`src/rtl/bfn_pkg.sv`:
```
package bfn_pkg;

  typedef enum logic [1:0] {
    RM_NEAREST = 2'b00,
    RM_POS_INF = 2'b01,
    RM_NEG_INF = 2'b10,
    RM_ZERO    = 2'b11
  } rmode_e;

  typedef struct packed {
    logic invalid;
    logic overflow;
    logic inexact;
    logic idenorm;
  } fpflags_t;

endpackage

```
`src/rtl/bfn_round_dec.sv`:
```
module bfn_round_dec #(
  parameter int DROP_W = 16
) (
  input  logic [1:0]        rm,
  input  logic              sgn,
  input  logic              keep_lsb,
  input  logic [DROP_W-1:0] drop,
  output logic              inc
);
  import bfn_pkg::*;

  logic half_bit;
  logic below_nz;
  logic any_nz;

  assign half_bit = drop[DROP_W-1];
  assign below_nz = |drop[DROP_W-2:0];
  assign any_nz   = |drop;

  always_comb begin
    unique case (rmode_e'(rm))
      RM_NEAREST: inc = half_bit & (below_nz | keep_lsb);
      RM_POS_INF: inc = ~sgn & any_nz;
      RM_NEG_INF: inc = sgn & any_nz;
      default:    inc = 1'b0;
    endcase
  end

endmodule

```
`src/rtl/bfn_lane_cvt.sv`:
```
module bfn_lane_cvt #(
  parameter int IN_W  = 32,
  parameter int OUT_W = 16,
  parameter int EXP_W = 8
) (
  input  logic [IN_W-1:0]    x,
  input  logic [1:0]         rm,
  input  logic               ftz,
  output logic [OUT_W-1:0]   res,
  output bfn_pkg::fpflags_t  fl
);
  localparam int IN_MAN  = IN_W - 1 - EXP_W;
  localparam int OUT_MAN = OUT_W - 1 - EXP_W;
  localparam int DROP_W  = IN_W - OUT_W;
  localparam int MAG_W   = OUT_W - 1;

  logic               sgn;
  logic [EXP_W-1:0]   expo;
  logic [IN_MAN-1:0]  man;
  logic               exp_max, exp_zero, man_nz;
  logic               is_nan, is_inf, is_zero, is_sub, flushed, finite_path;
  logic [MAG_W-1:0]   keep;
  logic [DROP_W-1:0]  drop;
  logic               inc;
  logic [MAG_W-1:0]   mag_rnd;
  logic               ovf;

  assign sgn      = x[IN_W-1];
  assign expo     = x[IN_W-2 -: EXP_W];
  assign man      = x[IN_MAN-1:0];
  assign exp_max  = &expo;
  assign exp_zero = ~|expo;
  assign man_nz   = |man;
  assign is_nan   = exp_max & man_nz;
  assign is_inf   = exp_max & ~man_nz;
  assign is_zero  = exp_zero & ~man_nz;
  assign is_sub   = exp_zero & man_nz;
  assign flushed  = is_sub & ftz;
  assign finite_path = ~exp_max & ~flushed;

  assign keep = x[IN_W-2:DROP_W];
  assign drop = x[DROP_W-1:0];

  bfn_round_dec #(.DROP_W(DROP_W)) u_rdec (
    .rm       (rm),
    .sgn      (sgn),
    .keep_lsb (keep[0]),
    .drop     (drop),
    .inc      (inc)
  );

  assign mag_rnd = keep + {{(MAG_W-1){1'b0}}, inc};
  assign ovf     = &mag_rnd[MAG_W-1:OUT_MAN];

  always_comb begin
    if (is_nan)
      res = {sgn, {EXP_W{1'b1}}, 1'b1, man[IN_MAN-2 -: OUT_MAN-1]};
    else if (is_inf || is_zero)
      res = {sgn, keep};
    else if (flushed)
      res = {sgn, {MAG_W{1'b0}}};
    else
      res = {sgn, mag_rnd};
  end

  always_comb begin
    fl.invalid  = is_nan & ~man[IN_MAN-1];
    fl.overflow = finite_path & ovf;
    fl.inexact  = finite_path & (|drop);
    fl.idenorm  = flushed;
  end

  always_comb begin
    if (is_nan) begin
      AST_NAN_QUIET: assert (res[OUT_MAN-1] && (&res[OUT_W-2:OUT_MAN]));
    end
    if (flushed) begin
      AST_FTZ_SIGNED_ZERO: assert (res[MAG_W-1:0] == '0 && res[OUT_W-1] == x[IN_W-1] && !fl.inexact);
    end
  end

endmodule

```
`src/rtl/bfn_half_insert.sv`:
```
module bfn_half_insert #(
  parameter int HALF_W = 64
) (
  input  logic [HALF_W-1:0]   packed_res,
  input  logic [2*HALF_W-1:0] old_val,
  input  logic                hi_sel,
  output logic [2*HALF_W-1:0] new_val
);
  localparam logic [2*HALF_W-1:0] LO_MASK = {{HALF_W{1'b0}}, {HALF_W{1'b1}}};

  logic [2*HALF_W-1:0] kept_lo;

  assign kept_lo = old_val & LO_MASK;

  always_comb begin
    if (hi_sel)
      new_val = {packed_res, {HALF_W{1'b0}}} | kept_lo;
    else
      new_val = {{HALF_W{1'b0}}, packed_res};
  end

endmodule

```
`src/rtl/bf16_narrow_unit.sv`:
```
module bf16_narrow_unit #(
  parameter int LANES = 4,
  parameter int IN_W  = 32,
  parameter int OUT_W = 16,
  parameter int EXP_W = 8
) (
  input  logic                   clk,
  input  logic                   rst,
  input  logic                   in_valid,
  input  logic [LANES*IN_W-1:0]  src_vec,
  input  logic [2*LANES*OUT_W-1:0] dst_old,
  input  logic                   hi_sel,
  input  logic [1:0]             rnd_mode,
  input  logic                   ftz_en,
  output logic                   out_valid,
  output logic [2*LANES*OUT_W-1:0] dst_new,
  output logic                   flg_invalid,
  output logic                   flg_overflow,
  output logic                   flg_inexact,
  output logic                   flg_idenorm
);
  import bfn_pkg::*;

  localparam int HALF_W = LANES * OUT_W;
  localparam int DST_W  = 2 * HALF_W;

  logic [HALF_W-1:0] packed_res;
  fpflags_t          lane_fl [LANES];
  fpflags_t          fl_any;
  logic [DST_W-1:0]  merged;
  fpflags_t          fl_q;

  for (genvar e = 0; e < LANES; e++) begin : g_lane
    bfn_lane_cvt #(
      .IN_W  (IN_W),
      .OUT_W (OUT_W),
      .EXP_W (EXP_W)
    ) u_cvt (
      .x   (src_vec[e*IN_W +: IN_W]),
      .rm  (rnd_mode),
      .ftz (ftz_en),
      .res (packed_res[e*OUT_W +: OUT_W]),
      .fl  (lane_fl[e])
    );
  end

  always_comb begin
    fl_any = '0;
    for (int e = 0; e < LANES; e++)
      fl_any = fl_any | lane_fl[e];
  end

  bfn_half_insert #(.HALF_W(HALF_W)) u_ins (
    .packed_res (packed_res),
    .old_val    (dst_old),
    .hi_sel     (hi_sel),
    .new_val    (merged)
  );

  always_ff @(posedge clk) begin
    if (rst) begin
      out_valid <= 1'b0;
      dst_new   <= '0;
      fl_q      <= '0;
    end else begin
      out_valid <= in_valid;
      if (in_valid) begin
        dst_new <= merged;
        fl_q    <= fl_any;
      end
    end
  end

  assign flg_invalid  = fl_q.invalid;
  assign flg_overflow = fl_q.overflow;
  assign flg_inexact  = fl_q.inexact;
  assign flg_idenorm  = fl_q.idenorm;

  AST_VALID_FOLLOWS: assert property (@(posedge clk) disable iff (rst) in_valid |=> out_valid);
  AST_IDLE_NO_VALID: assert property (@(posedge clk) disable iff (rst) !in_valid |=> !out_valid);
  AST_IDLE_HOLDS: assert property (@(posedge clk) disable iff (rst)
    !in_valid |=> ($stable(dst_new) && $stable(fl_q)));
  AST_LOW_CLEARS_HIGH: assert property (@(posedge clk) disable iff (rst)
    (in_valid && !hi_sel) |=> (dst_new[DST_W-1:HALF_W] == '0));
  AST_HIGH_KEEPS_LOW: assert property (@(posedge clk) disable iff (rst)
    (in_valid && hi_sel) |=> (dst_new[HALF_W-1:0] == $past(dst_old[HALF_W-1:0])));
  AST_OVF_IMPLIES_INEXACT: assert property (@(posedge clk) disable iff (rst)
    flg_overflow |-> flg_inexact);

endmodule

```
`config.mk`:
```
export PLATFORM = sky130hd
export DESIGN_NAME = bf16_narrow_unit
export DESIGN_NICKNAME = d
export VERILOG_FILES = /design/src/rtl/bfn_pkg.sv /design/src/rtl/bfn_round_dec.sv /design/src/rtl/bfn_lane_cvt.sv /design/src/rtl/bfn_half_insert.sv /design/src/rtl/bf16_narrow_unit.sv
export SDC_FILE = /design/constraint.sdc
export NUM_CORES = 1
export LEC_CHECK = 0
export BUFFER_PORTS_ARGS = -buffer_cell sky130_fd_sc_hd__buf_2
export CORE_AREA = 2 2 155 157
export DETAILED_ROUTE_END_ITERATION = 12
export DIE_AREA = 0 0 157 159
export GPL_TIMING_DRIVEN = 0
export HOLD_SLACK_MARGIN = 0.08
export PLACE_DENSITY = 0.58
export SLEW_MARGIN = 25
export SYNTH_ARGS = -nofsm -noshare
export SYNTH_HDL_FRONTEND = slang
export SYNTH_SLANG_ARGS = --single-unit
```
`constraint.sdc`:
```
create_clock -name clk -period 3.8 [get_ports clk]
set_clock_uncertainty 0.15 [all_clocks]
set_input_delay 0.57 -clock clk [delete_from_list [all_inputs] [get_ports clk]]
set_output_delay 0.57 -clock clk [all_outputs]
set_load 0.01 [all_outputs]
```
==> results of run 1 <==
## worst register-to-register path, delay by kind of cell (launching register included)
kind             cells  cell delay [ps]
AND/OR/NAND/NOR      4             1190
flip-flops           1              390
AO/OA/AOI/OAI        1              200
## worst max-delay path by stage
stage	slack (ps)	to	startpoint
3_5_place_dp	-680	flg_overflow	rnd_mode[0]
5_1_grt	40	flg_overflow	rnd_mode[0]
2_1_floorplan	280	flg_overflow	rnd_mode[0]
6_report	250	flg_overflow	rnd_mode[0]
4_1_cts	30	flg_overflow	rnd_mode[0]
3_3_place_gp	-560	flg_overflow	rnd_mode[0]
## metal layers
metal / wire (um) / part of all wire, % / vias to the layer above
met5: 8 / 0.023 / -
met3: 2700 / 7.8 / 34
met2: 16400 / 48 / 363
li1: - / - / 4176
met4: 440 / 1.3 / 2
met1: 15000 / 43 / 4124
## cells in the mapped netlist, drive strengths merged (8+ instances only)
master / number / area [um^2]
a211oi: 20 / 150
a21o: 8 / 60.1
a21oi: 53 / 265
a22oi: 22 / 165
a31oi: 14 / 87.6
and2: 17 / 106
and3: 16 / 100
and4: 8 / 70.1
clkbuf: 56 / 210
dfxtp: 133 / 2660
ha: 12 / 150
inv: 11 / 41.3
mux2i: 19 / 190
nand2: 127 / 477
nand3: 28 / 140
nand4: 15 / 93.8
nor2: 90 / 340
nor3: 31 / 160
nor4: 34 / 219
o21ai: 71 / 355
o22ai: 10 / 62.6
o311ai: 8 / 70.1
xnor2: 31 / 272
xor2: 17 / 149
## sequential cells by signal (all words and copies together) (netlist names)
name / cells
out_valid: 1
flg_inexact: 1
flg_invalid: 1
flg_idenorm: 1
flg_overflow: 1
dst_new: 128
## power groups by stage
stage                     combinational (mW)  clock, mW  sequential [mW]
after floorplan                        0.284          0             1.58
after global placement                 0.677          0             1.55
after detailed placement               0.681          0             1.55
after CTS                              0.685       1.69             1.52
after global routing                   0.750       1.76             1.53
final                                  0.688       1.67             1.52
## logic make-up (layout without fill, tap and decap cells)
family,after synthesis,in the layout
multiplexers,20,20
XOR/XNOR,48,48
adder cells (fa/ha/maj),12,12
AND/OR/NAND/NOR,391,391
buffers and inverters,72,424
AO/OA/AOI/OAI,268,268
flip-flops,133,133
## final cells by class
| class | count | area [um^2] |
|---|---|---|
| Tap cell | 319 | 399 |
| Sequential cell | 133 | 2660 |
| Timing Repair Buffer | 321 | 1610 |
| Clock inverter | 12 | 130 |
| Buffer | 59 | 221 |
| Multi-Input combinational cell | 739 | 4480 |
| Inverter | 12 | 45.0 |
| Fill cell | 2435 | 13200 |
| Clock buffer | 20 | 457 |
## stage by stage
| stage | cells | power, mW | setup WS (ps) |
|---|---|---|---|
| 2_1_floorplan | 944 | 1.87 | 279 |
| 4_1_cts | 1616 | 3.90 | 30.9 |
| 6_report | 1615 | 3.88 | 248 |
| 5_1_grt | 1615 | 4.04 | 40.4 |
| 3_5_place_dp | 1584 | 2.23 | -676 |
| 3_3_place_gp | 1584 | 2.23 | -564 |
==> impl.org, run 1 <==
** Floorplanning
- From bottom edge to top edge, the die measures 159 um.
- Measured along the x axis, the die boundary spans 157 um.
- The core region is 23200 um^2.
- Once the floorplan was initialized, standard cells occupied 31.8% of the core.
- Number of top-level pins :: 396
- The floorplan step defined a die boundary enclosing 25000 um^2.
- Number of standard-cell rows in the floorplan :: 56

** Clock tree
- Setup bufs post-CTS :: 0
- Insertion delay to the later sink of the worst-skew pair :: 420 ps
- Number of CTS-inserted buffers :: 17
- Gates resized during post-CTS repair numbered 3.
- Hold-fix buffer count after cts :: 0
- The clock drives 133 sinks.
- Clock transition at the register clock pins on the worst setup and hold paths after CTS :: 60 ps
- Depth of the CTS H-tree :: 4
- Clock tree from TritonCTS :: built
- Maximum clock path buffer count :: 2
- The cell sitting at the root of the clock tree is a clkbuf_16.

** Pwr
- Across the VDD grid, the largest voltage drop is 0.208 mV.
- Reg power frac :: 39.2%
- Cell Int Power :: 2.74 mW
- Net switching fraction of the power :: 29.5%
- Leakage power of the design :: 4.42 nW
- Share of total power in the clock network :: 43.1%
- For this design the total switching power over the nets is 1.15 mW.
- The share of total power dissipated in combinational logic is 17.7%.
- For this design the ratio of total power to cell area is 388 nW/um^2.

** Global route
- Met2 routing resource usage after global routing :: 44.8%
- GRT Overall Usage :: 27.1%
- Overflow left after global routing :: 0
- The number of global-route vias before repair was 8275.
- Global routing usage on met3 :: 6.70%
- Pin count of the biggest net entering global routing :: 17
- Global routing consumed, on the met1 layer, 35.7% of the routing resources.
- Global-route wire length before repair :: 50.7 mm
- Initial antenna violation count :: 4
- The layer flagged by global routing as most heavily used is met2.

** Detailed routing
- Detailed-route DRC error count :: 0
- In the final routed layout, each cell accounts on average for 21.4 um.
- Number of DRC markers after the initial detailed-route iteration :: 655
- Once detail routing completed, the nets flagged for antenna violations numbered 0.
- The first detailed-routing pass ran for 5 iterations.
- Vias :: 8699
- The routed design has 34.5 mm of wire.
- In the routed layout, each cell is associated on average with a via count of 5.39.

** Setup path
- Critical Path Sink Type :: register
- In this run the worst path has a maximum fanout of 6.
- Crit-path slowest cell :: a2111oi_1
- The number of cells on the worst reg-to-reg path is 5.
- Cell seen most often among critical-path stages :: and4_1
- Reg2Reg Setup Slack :: 1820 ps
- Worst stage delay on the critical path :: 410 ps
- Critical R2R Capture :: flg_overflow
- Data arrives at the worst endpoint at 3700 ps.
- The worst setup path is of the in2reg kind.
- On the critical path the largest part of the delay comes from compound AO/OA/AOI/OAI gates.
- The number of buffers and inverters on the critical path is 3.
- Kind of start point of the critical path :: primary input
- Worst endpoint required time :: 3950 ps
- Worst-path cell chain :: buf_2, inv_1, ha_2, xnor2_1, a21o_1, a2111oi_1, nor3_1, ha_1, ha_1, and4_1, clkbuf_1, and4_1, xor2_1, and4_1, o31ai_2, nand3_1
- The critical path runs through a total of 16 cells.
- In this run the critical register-to-register path is launched from flg_overflow.

** Final layout
- Layout-stage area growth over the synthesis result :: 35.6%
- Layout net count :: 1558
- At the end of the flow the core is filled with cells to 43.1%.
- The library cell used most frequently in the layout, excluding fill and tap cells, is buf_2.
- Leaving out fill and tap cells, the most frequent cells in the layout are buf_2 (321), dfxtp_1 (133), nand2_1 (127).
- Area of all placed cells without fillers :: 10000 um^2
- Layout cell share with drive strength beyond 1 :: 28.2%
- The repair_antennas step left the layout with diodes totalling 0.

** Synthesis
- The number of different library cells used by synthesis comes to 63.
- Post-synth top flop :: dfxtp_1
- Post-synthesis compound-gate area fraction :: 24.2%
- Synthesized-area fraction occupied by adder cells :: 2.04%
- Syn avg cell area :: 7.81 um^2
- Async set or reset register ratio after synthesis :: 0%
- Flop and latch count out of synthesis :: 133
- Number of standard cells after synthesis :: 944
- Share of synthesized area spent on multiplexers :: 2.73%
- Seq/Total Area, Yosys :: 36.1%
- Syn nets :: 1219
- Number of enable flip-flop cells after synthesis :: 0
- For this run, the number of Yosys warnings is 0.
- Summing the areas of all and, or, nand and nor instances in the mapped netlist gives 25.6% of the synthesized area.
- The cell area that synthesis handed to floorplanning was 7380 um^2.
- Summing the areas of all xor and xnor instances in the mapped netlist gives 5.70% of the synthesized area.
- By area, the combinational part of the netlist is dominated by simple AND/OR/NAND/NOR gates.

** Placed design
- Routability congestion estimate from global placement :: 0.865
- PortBufs :: 321
- Once placement finished, the instance area stood at 9380 um^2.
- Once detailed placement completed, the half-perimeter wirelength came to 26.9 mm.

** Hold path
- The worst hold path begins at dst_old[51].
- Endpoint, Worst Hold :: dst_new[51]
- WHS Path Cells :: 3
- Worst hold path class :: in2reg

** STA
- For this run, the top clock speed supported by timing is 282 MHz.
- The worst path needs 3550 ps of the cycle, external delays included.
- The count of pins over their slew limit was 0.
- For the pin with the worst max-slew slack, the measured transition is 966 ps.
- Worst Hold Margin :: 200 ps
- The count of final hold-check violations was 0.
- Setup repair after global routing left no endpoint under its margin.
- Measured against its own limit, the worst slew margin works out to 35.6%.
- For the final routed database, the setup TNS stands at 0 ps.
- The worst path uses 93.5% of the clock period.
- Setup violations remaining at the end of the flow were counted as 0.

** Job
- The tool flagged a number of max-cap violations equal to 0.

** Outcome
- Status :: finished clean
No activity file was read; power rests on OpenSTA's default activity.
==> run 2, diff against run 1 <==
==> constraint.sdc (replaced) <==
create_clock -name clk -period 3.8 [get_ports clk]
set_clock_uncertainty 0.15 [all_clocks]
set_input_delay 0 -clock clk [delete_from_list [all_inputs] [get_ports clk]]
set_output_delay 0 -clock clk [all_outputs]
set_load 0.01 [all_outputs]
==> impl.org, run 2 (same netlist as run 1, synthesis figures left out) <==
** Pwr
- In this run switching power makes up 29.1% of total power.
- Dividing total power by cell area gives a power density of 337 nW/um^2.
- Maximum resistive drop on vdd :: 0.208 mV
- Cell Int Power :: 2.89 mW
- Psw :: 1.19 mW
- Combinational cells account for 21.6% of the total power.
- Share of total power in the clock network :: 41.1%
- For this design the static power due to leakage is 5.37 nW.
- Reg power frac :: 37.4%

** Floorplanning
- The initial utilization of the core area, before any placement, comes to 31.8%.
- Height of the die :: 159 um
- Core ar. :: 23200 um^2
- Die Footprint :: 25000 um^2
- Number of top-level pins :: 396
- The floorplan has 56 rows.
- Die width :: 157 um

** Setup path
- STA classifies the critical path endpoint as a register.
- STA classifies the critical path startpoint as a primary input.
- Largest driver fanout on the critical path :: 4
- Arrival time at the worst endpoint :: 3780 ps
- Category of the most critical setup path :: in2reg
- Worst endpoint required time :: 3970 ps

** Final layout
- The register with the most flip-flops in the layout has 128 of them.
- Commonest non-fill, non-tap cell in the layout :: buf_2
- Final non-filler cell total :: 1825
- Layout-stage area growth over the synthesis result :: 64.2%
- The number of antenna diodes in the final layout is 0.
- Summing all flip-flop and latch instances after layout gives 2660 um^2.
- More flip-flops sit in one register than any other, and that register is dst_new.
- Layout cell share with drive strength beyond 1 :: 24.4%
- Layout net count :: 1768
- Most frequent cells in the layout :: buf_2 (321), dlygate4sd3_1 (210), dfxtp_1 (133)
- Fillers :: 2277
- Area used by multi-input combinational logic :: 4490 um^2

** STA
- F_max :: 277 MHz
- Share of the clock period used by the worst path :: 95.0%
- Final Slew Violations :: 0
- Setup violations remaining at the end of the flow were counted as 0.
- The count of final hold-check violations is 0.
- RSZ-0062 raised after global routing :: false
- For the finished layout, the period the worst path requires is 3610 ps.
- Sum of negative setup slack :: 0 ps
- Headroom to the max-slew limit came out at 35.1%.
- Actual slew at the worst max-slew pin :: 973 ps

** Placed design
- The number of placed instances, taps included, is 1584.
- Hpwl dp :: 26.9 mm
- PortBufs :: 321
- Routability congestion estimate from global placement :: 0.865

** Job
- Max-cap violations in this run came to 0.

** Global route
- Overflow left after global routing :: 0
- The first global-routing pass estimated 54.9 mm of wire.
- For this run, the total global-route usage over all layers was measured as 29.0%.
- Pin count of the biggest net entering global routing :: 17
- Initial antenna violation count :: 2
- Via count of the first global-routing pass :: 9534

** Detailed routing
- After detailed routing, the average wire length per cell comes to 20.0 um.
- DRT antenna net count :: 0
- Detailed-route DRC error count :: 0
- Summed over all layers, the routed wires come to 36.6 mm.
- Vias :: 9591
- Number of DRC markers after the initial detailed-route iteration :: 676
- First-pass DRT Iterations :: 5
- Dividing the detail-routed via count by the number of cells gives 5.26.

** Clock tree
- Clock-pin slew was measured on the worst setup and hold paths at 60 ps.
- Clock tree from TritonCTS :: built
- The number of clock buffers added by TritonCTS is 17.
- Maximum clock path buffer count :: 2
- The clock tree synthesis step divided the H-tree into 4 levels.
- Setup bufs post-CTS :: 0
- Total number of clock tree sinks :: 133
- Insertion delay to the later sink of the worst-skew pair :: 420 ps
- Root buffer cell :: clkbuf_16

** Hold path
- Worst hold path class :: in2reg

** Outcome
- Status :: finished clean
## run 2: changes by cell type in the layout (fill, tap and decap cells not counted), sizes merged
cell and change:
dlygate4sd3 +210
## run 2: repair_timing
item | 4_1_cts | 5_1_grt
hold buffers | 210 | 0
endpoints found under the hold margin | 126 | 0
endpoints found under the setup margin | 0 | 3
gates resized for setup | 0 | 8
## run 2: worst max-delay path, cell delays in order
cell           delay, ps
dlygate4sd3_1        530
buf_2                170
xnor2_1              320
a21o_1               170
a21oi_1               60
nor3_1               150
ha_1                 210
ha_1                 200
and2_1               220
nand4_1              130
xnor2_1              130
dlygate4sd3_1        550
a21oi_1              220
a211oi_1             110
dlygate4sd3_1        600
## run 2: power groups by stage
stage | registers (mW) | clock network, mW | logic (mW)
3_5_place_dp | 1.55 | 0 | 0.681
6_report | 1.52 | 1.68 | 0.880
5_1_grt | 1.53 | 1.76 | 0.953
2_1_floorplan | 1.58 | 0 | 0.284
3_3_place_gp | 1.55 | 0 | 0.677
4_1_cts | 1.52 | 1.69 | 0.864
## run 2: metrics by stage
step           power (mW)  utilization (%)  worst slack (ps)  cell area, um^2  hold WS [ps]
2_1_floorplan        1.87                -               849             7380         -28.3
3_3_place_gp         2.23             40.5              5.91             9380          68.8
3_5_place_dp         2.23             40.5              -106             9380          67.9
4_1_cts              4.08             52.1              25.1            12100          99.9
5_1_grt              4.24             52.2              1.36            12100           148
6_report             4.08             52.2               188            12100           105
## run 2: routing by layer
layer  track usage [%]  up-vias  wire [um]
met3              6.23       52       2760
met5                 0        -         11
met1              37.0     4521      15400
li1                  -     4596          -
met4              7.63        2        700
met2              49.2      420      17700
## run 2: worst paths after layout
path / startpoint / to / slack (ps) / cells after the start
worst min-delay path: in_valid / flg_overflow / 110 / 5
worst max register to register: flg_overflow / flg_overflow / 1450 / 7
worst min register to register: dst_new[77] / dst_new[77] / 280 / 2
worst max-delay path: src_vec[63] / dst_new[22] / 190 / 15
## run 2: cell type report
type / instances / share of cell area [%]
multi-input combinational: 739 / 37.1
timing repair buffer: 531 / 30.6
sequential: 133 / 22.0
clock buffer: 20 / 3.77
tap: 319 / 3.30
buffer: 59 / 1.83
clock inverter: 12 / 1.07
inverter: 12 / 0.372
==> run 3, diff against run 2 <==
Settings changed: CORE_AREA 2 2 155 157 to not set, CORE_ASPECT_RATIO set to 0.8, CORE_UTILIZATION set to 40, DIE_AREA 0 0 157 159 to not set, PLACE_DENSITY 0.58 to 0.67, SYNTH_HIERARCHICAL set to 1.
==> impl.org, run 3 <==
** Pwr
- Power Total :: 4.32 mW
- Leakage power of the design :: 6.53 nW
- Across the VDD grid, the largest voltage drop is 0.205 mV.
- For this design the ratio of total power to cell area is 319 nW/um^2.

** Clock tree
- Counting every sink on the clock net gives 133.
- The clock passes through at most 2 buffers.
- The later pin in the worst-skew pair is clocked with a latency of 410 ps.
- Depth of the CTS H-tree :: 4
- In this run, CTS created clock tree buffers numbering 17.
- Clock tree from TritonCTS :: built
- CTS placed an instance of clkbuf_16 at the clock tree root.
- Clock transition at the register clock pins on the worst setup and hold paths after CTS :: 70 ps

** Final layout
- Most frequent cells in the layout :: buf_2 (334), dlygate4sd3_1 (184), nor2_1 (169)
- Of the cells placed in the final design, the portion with a size suffix greater than 1 is 33.1%.
- Ranked by flip-flop count, first place goes to dst_new.
- The area growth from synthesis to layout is 50.8%.
- The library cell used most frequently in the layout, excluding fill and tap cells, is buf_2.
- Layout net count :: 1812
- Max FFs per register :: 128
- Fillers :: 1879

** Setup path
- R2r worst-path depth :: 3
- The worst setup path is captured at a register.
- Data on the critical path is required at its endpoint by 3960 ps.
- Critical path depth in cells :: 15
- The most numerous cell type found on the critical path is dlygate4sd3_1.
- Top delay family on crit path :: buffers and inverters
- Reg2Reg Setup Slack :: 2340 ps
- Worst-path cell chain :: dlygate4sd3_1, buf_2, o21ai_0, a211oi_1, ha_2, ha_2, nand2_2, nor3_4, xnor2_1, nand2_1, mux2_4, dlygate4sd3_1, mux2i_1, nor2_1, dlygate4sd3_1
- Data arrives at the worst endpoint at 3790 ps.
- The most critical setup path has its endpoint at dst_new[42].
- Category of the most critical setup path :: in2reg
- Origin of the worst setup path :: src_vec[80]
- Along the worst path, the maximum fanout reaches 4.
- Total buffers and inverters traversed by the critical path :: 4
- The largest individual stage delay along the critical path comes from the cell dlygate4sd3_1.
- The worst setup path is launched from a primary input.
- Reg-to-Reg Start :: dst_new[27]
- Critical R2R Capture :: dst_new[27]
- Worst stage delay on the critical path :: 600 ps

** Synthesis
- Ranked by instance count, the synthesized netlist is headed by nor2_1 (171), dfxtp_1 (133), mux2i_1 (130).
- The synthesized design devotes to its leading area cell type 29.7% of total area.
- Yosys mapped a number of flops with a built-in enable equal to 0.
- The average instance in the mapped netlist occupies 8.97 um^2.
- Synthesis warning total :: 6
- Sequential elements use 29.7% of the synthesized area.
- Cells taking the most area after synthesis :: dfxtp_1 (30%), mux2i_1 (15%), mux2_4 (9.4%)
- Library cell with the largest summed area after synthesis :: dfxtp_1
- The synthesized design contains 133 register bits.
- Synthesized area :: 8970 um^2
- After synthesis, the netlist uses 51 different library cells.
- Among all cell types in the netlist, the one instantiated most often is nor2_1.
- Among all flip-flop cells after synthesis, the most frequent one is dfxtp_1.
- After synthesis, the share of flip-flops with an asynchronous set or reset is 0%.
- Counting every net in the synthesized netlist gives 1283.
- Number of standard cells after synthesis :: 1000

** Floorplanning
- Number of top-level pins :: 396
- Number of standard-cell rows in the floorplan :: 48
- Starting density of the core :: 41.2%
- The die covers 23000 um^2.
- Die width :: 169 um
- The floorplan step defined a core boundary enclosing 21800 um^2.
- The die is 136 um tall.

** Global route
- The number of global-route vias before repair came to 9398.
- For this run the aggregate overflow at the end of global routing stands at 0.
- Global routing usage on met1 :: 35.0%
- The first global-routing pass estimated 49.8 mm of wire.
- Global routing used 28.1% of the available tracks.
- Global route hottest layer :: met2
- Met2 routing resource usage after global routing :: 47.5%
- The initial antenna violation count is 1.
- Entering global routing, the biggest net connects 17 pins.
- For met3 alone, demand over resource in global routing was 6.06%.

** Outcome
- The flow ran to the end, and the final reports show no timing, DRC or antenna violations.

** Detailed routing
- DRT antenna net count :: 0
- In the final routed layout, each cell accounts on average for 17.9 um.
- For this block, the initial DRC count from the detailed router was 508.
- First-pass DRT Iterations :: 5
- Total detailed-routing wirelength :: 32.9 mm
- Dividing the detail-routed via count by the number of cells gives 5.11.
- Vias :: 9426
- After detailed routing, the number of remaining DRC violations is 0.

** Hold path
- The min-delay analysis places its worst path in the category in2reg.
- Hold Path Origin :: src_vec[20]

** Placed design
- Routability congestion estimate from global placement :: 0.889
- Detailed placement finished with a half-perimeter wire length of 23.4 mm.
- During placement, the flow inserted port buffers numbering 324.

** STA
- Share of the clock period used by the worst path :: 95.5%
- Final setup vio count :: 0
- Actual slew at the worst max-slew pin :: 638 ps
- Setup total negative slack on the finished layout was measured at 0 ps.
- Slew HR :: 57.2%
- Final Slew Violations :: 0
- Setup repair after global routing left no endpoint under its margin.
- F_max :: 275 MHz
- Final hold vios :: 0
- Time the worst path needs with I/O delays and setup :: 3630 ps

** Job
- Max-cap violations in this run came to 0.
-- run 3: layout make-up --
cell class / instances / area [um^2] / share of cell area (%)
clock buffers: 23 / 498 / 3.68
clock inverters: 9 / 116 / 0.860
repair buffers: 511 / 3490 / 25.8
plain buffers: 63 / 586 / 4.33
inverters: 14 / 52.6 / 0.388
diodes: 1 / 2.50 / 0.0185
multi-input cells: 789 / 5750 / 42.5
flip-flops and latches: 133 / 2660 / 19.7
well taps: 300 / 375 / 2.77
-- run 3: how the worst min path moves through the flow --
| stage | cells past startpoint | endpoint | slack (ps) |
|---|---|---|---|
| CTS | 5 | flg_overflow | 80 |
| global placement | 4 | dst_new[39] | 210 |
| global route | 5 | dst_new[123] | 120 |
| finish | 6 | dst_new[68] | 90 |
| floorplan | 3 | dst_new[10] | 120 |
| detailed placement | 4 | dst_new[30] | 220 |
-- run 3: where the power goes --
group          switching [mW]  internal [mW]
registers              0.0432           1.48
logic                   0.491          0.564
clock network           0.683           1.06
total                    1.22           3.10
-- run 3: logic make-up (layout without fill, tap and decap cells) --
| kind of cell | after synthesis | after routing | share of synthesized area (%) |
|---|---|---|---|
| AO/OA/AOI/OAI | 72 | 72 | 5.44 |
| buffers and inverters | 78 | 620 | 7.15 |
| XOR/XNOR | 42 | 42 | 4.10 |
| multiplexers | 194 | 194 | 24.9 |
| adder cells (fa/ha/maj) | 20 | 20 | 2.79 |
| flip-flops | 133 | 133 | 29.7 |
| AND/OR/NAND/NOR | 461 | 461 | 26.0 |
| other | 0 | 1 | 0 |
-- run 3: what timing repair did --
action	4_1_cts	5_1_grt
setup buffers	0	3
gates resized for setup	0	22
hold endpoints to repair	133	0
hold buffers	184	0
setup endpoints to repair	0	11
-- run 3: per-stage QoR --
step | cells | hold slack (ps) | cell area, um^2 | utilization [%] | setup WS, ps
after floorplan | 1000 | 119 | 8970 | - | 1200
after global placement | 1624 | 206 | 11000 | 50.3 | 280
after detailed placement | 1624 | 216 | 11000 | 50.3 | 212
after CTS | 1840 | 80.6 | 13400 | 61.6 | 31.1
after global routing | 1843 | 115 | 13500 | 62.1 | 15.4
final | 1843 | 87.5 | 13500 | 62.1 | 170
-- run 3: metal layers --
layer,vias to the layer above,share of wire [%]
li1,4568,-
met1,4444,44
met2,352,47
met3,62,6.2
met4,0,2.7
met5,-,0
-- run 3: worst reg2reg max path, stage by stage (launching register included) --
cell and delay (ps):
dfxtp_1 330, mux2i_1 220, nor2_1 60, dlygate4sd3_1 580
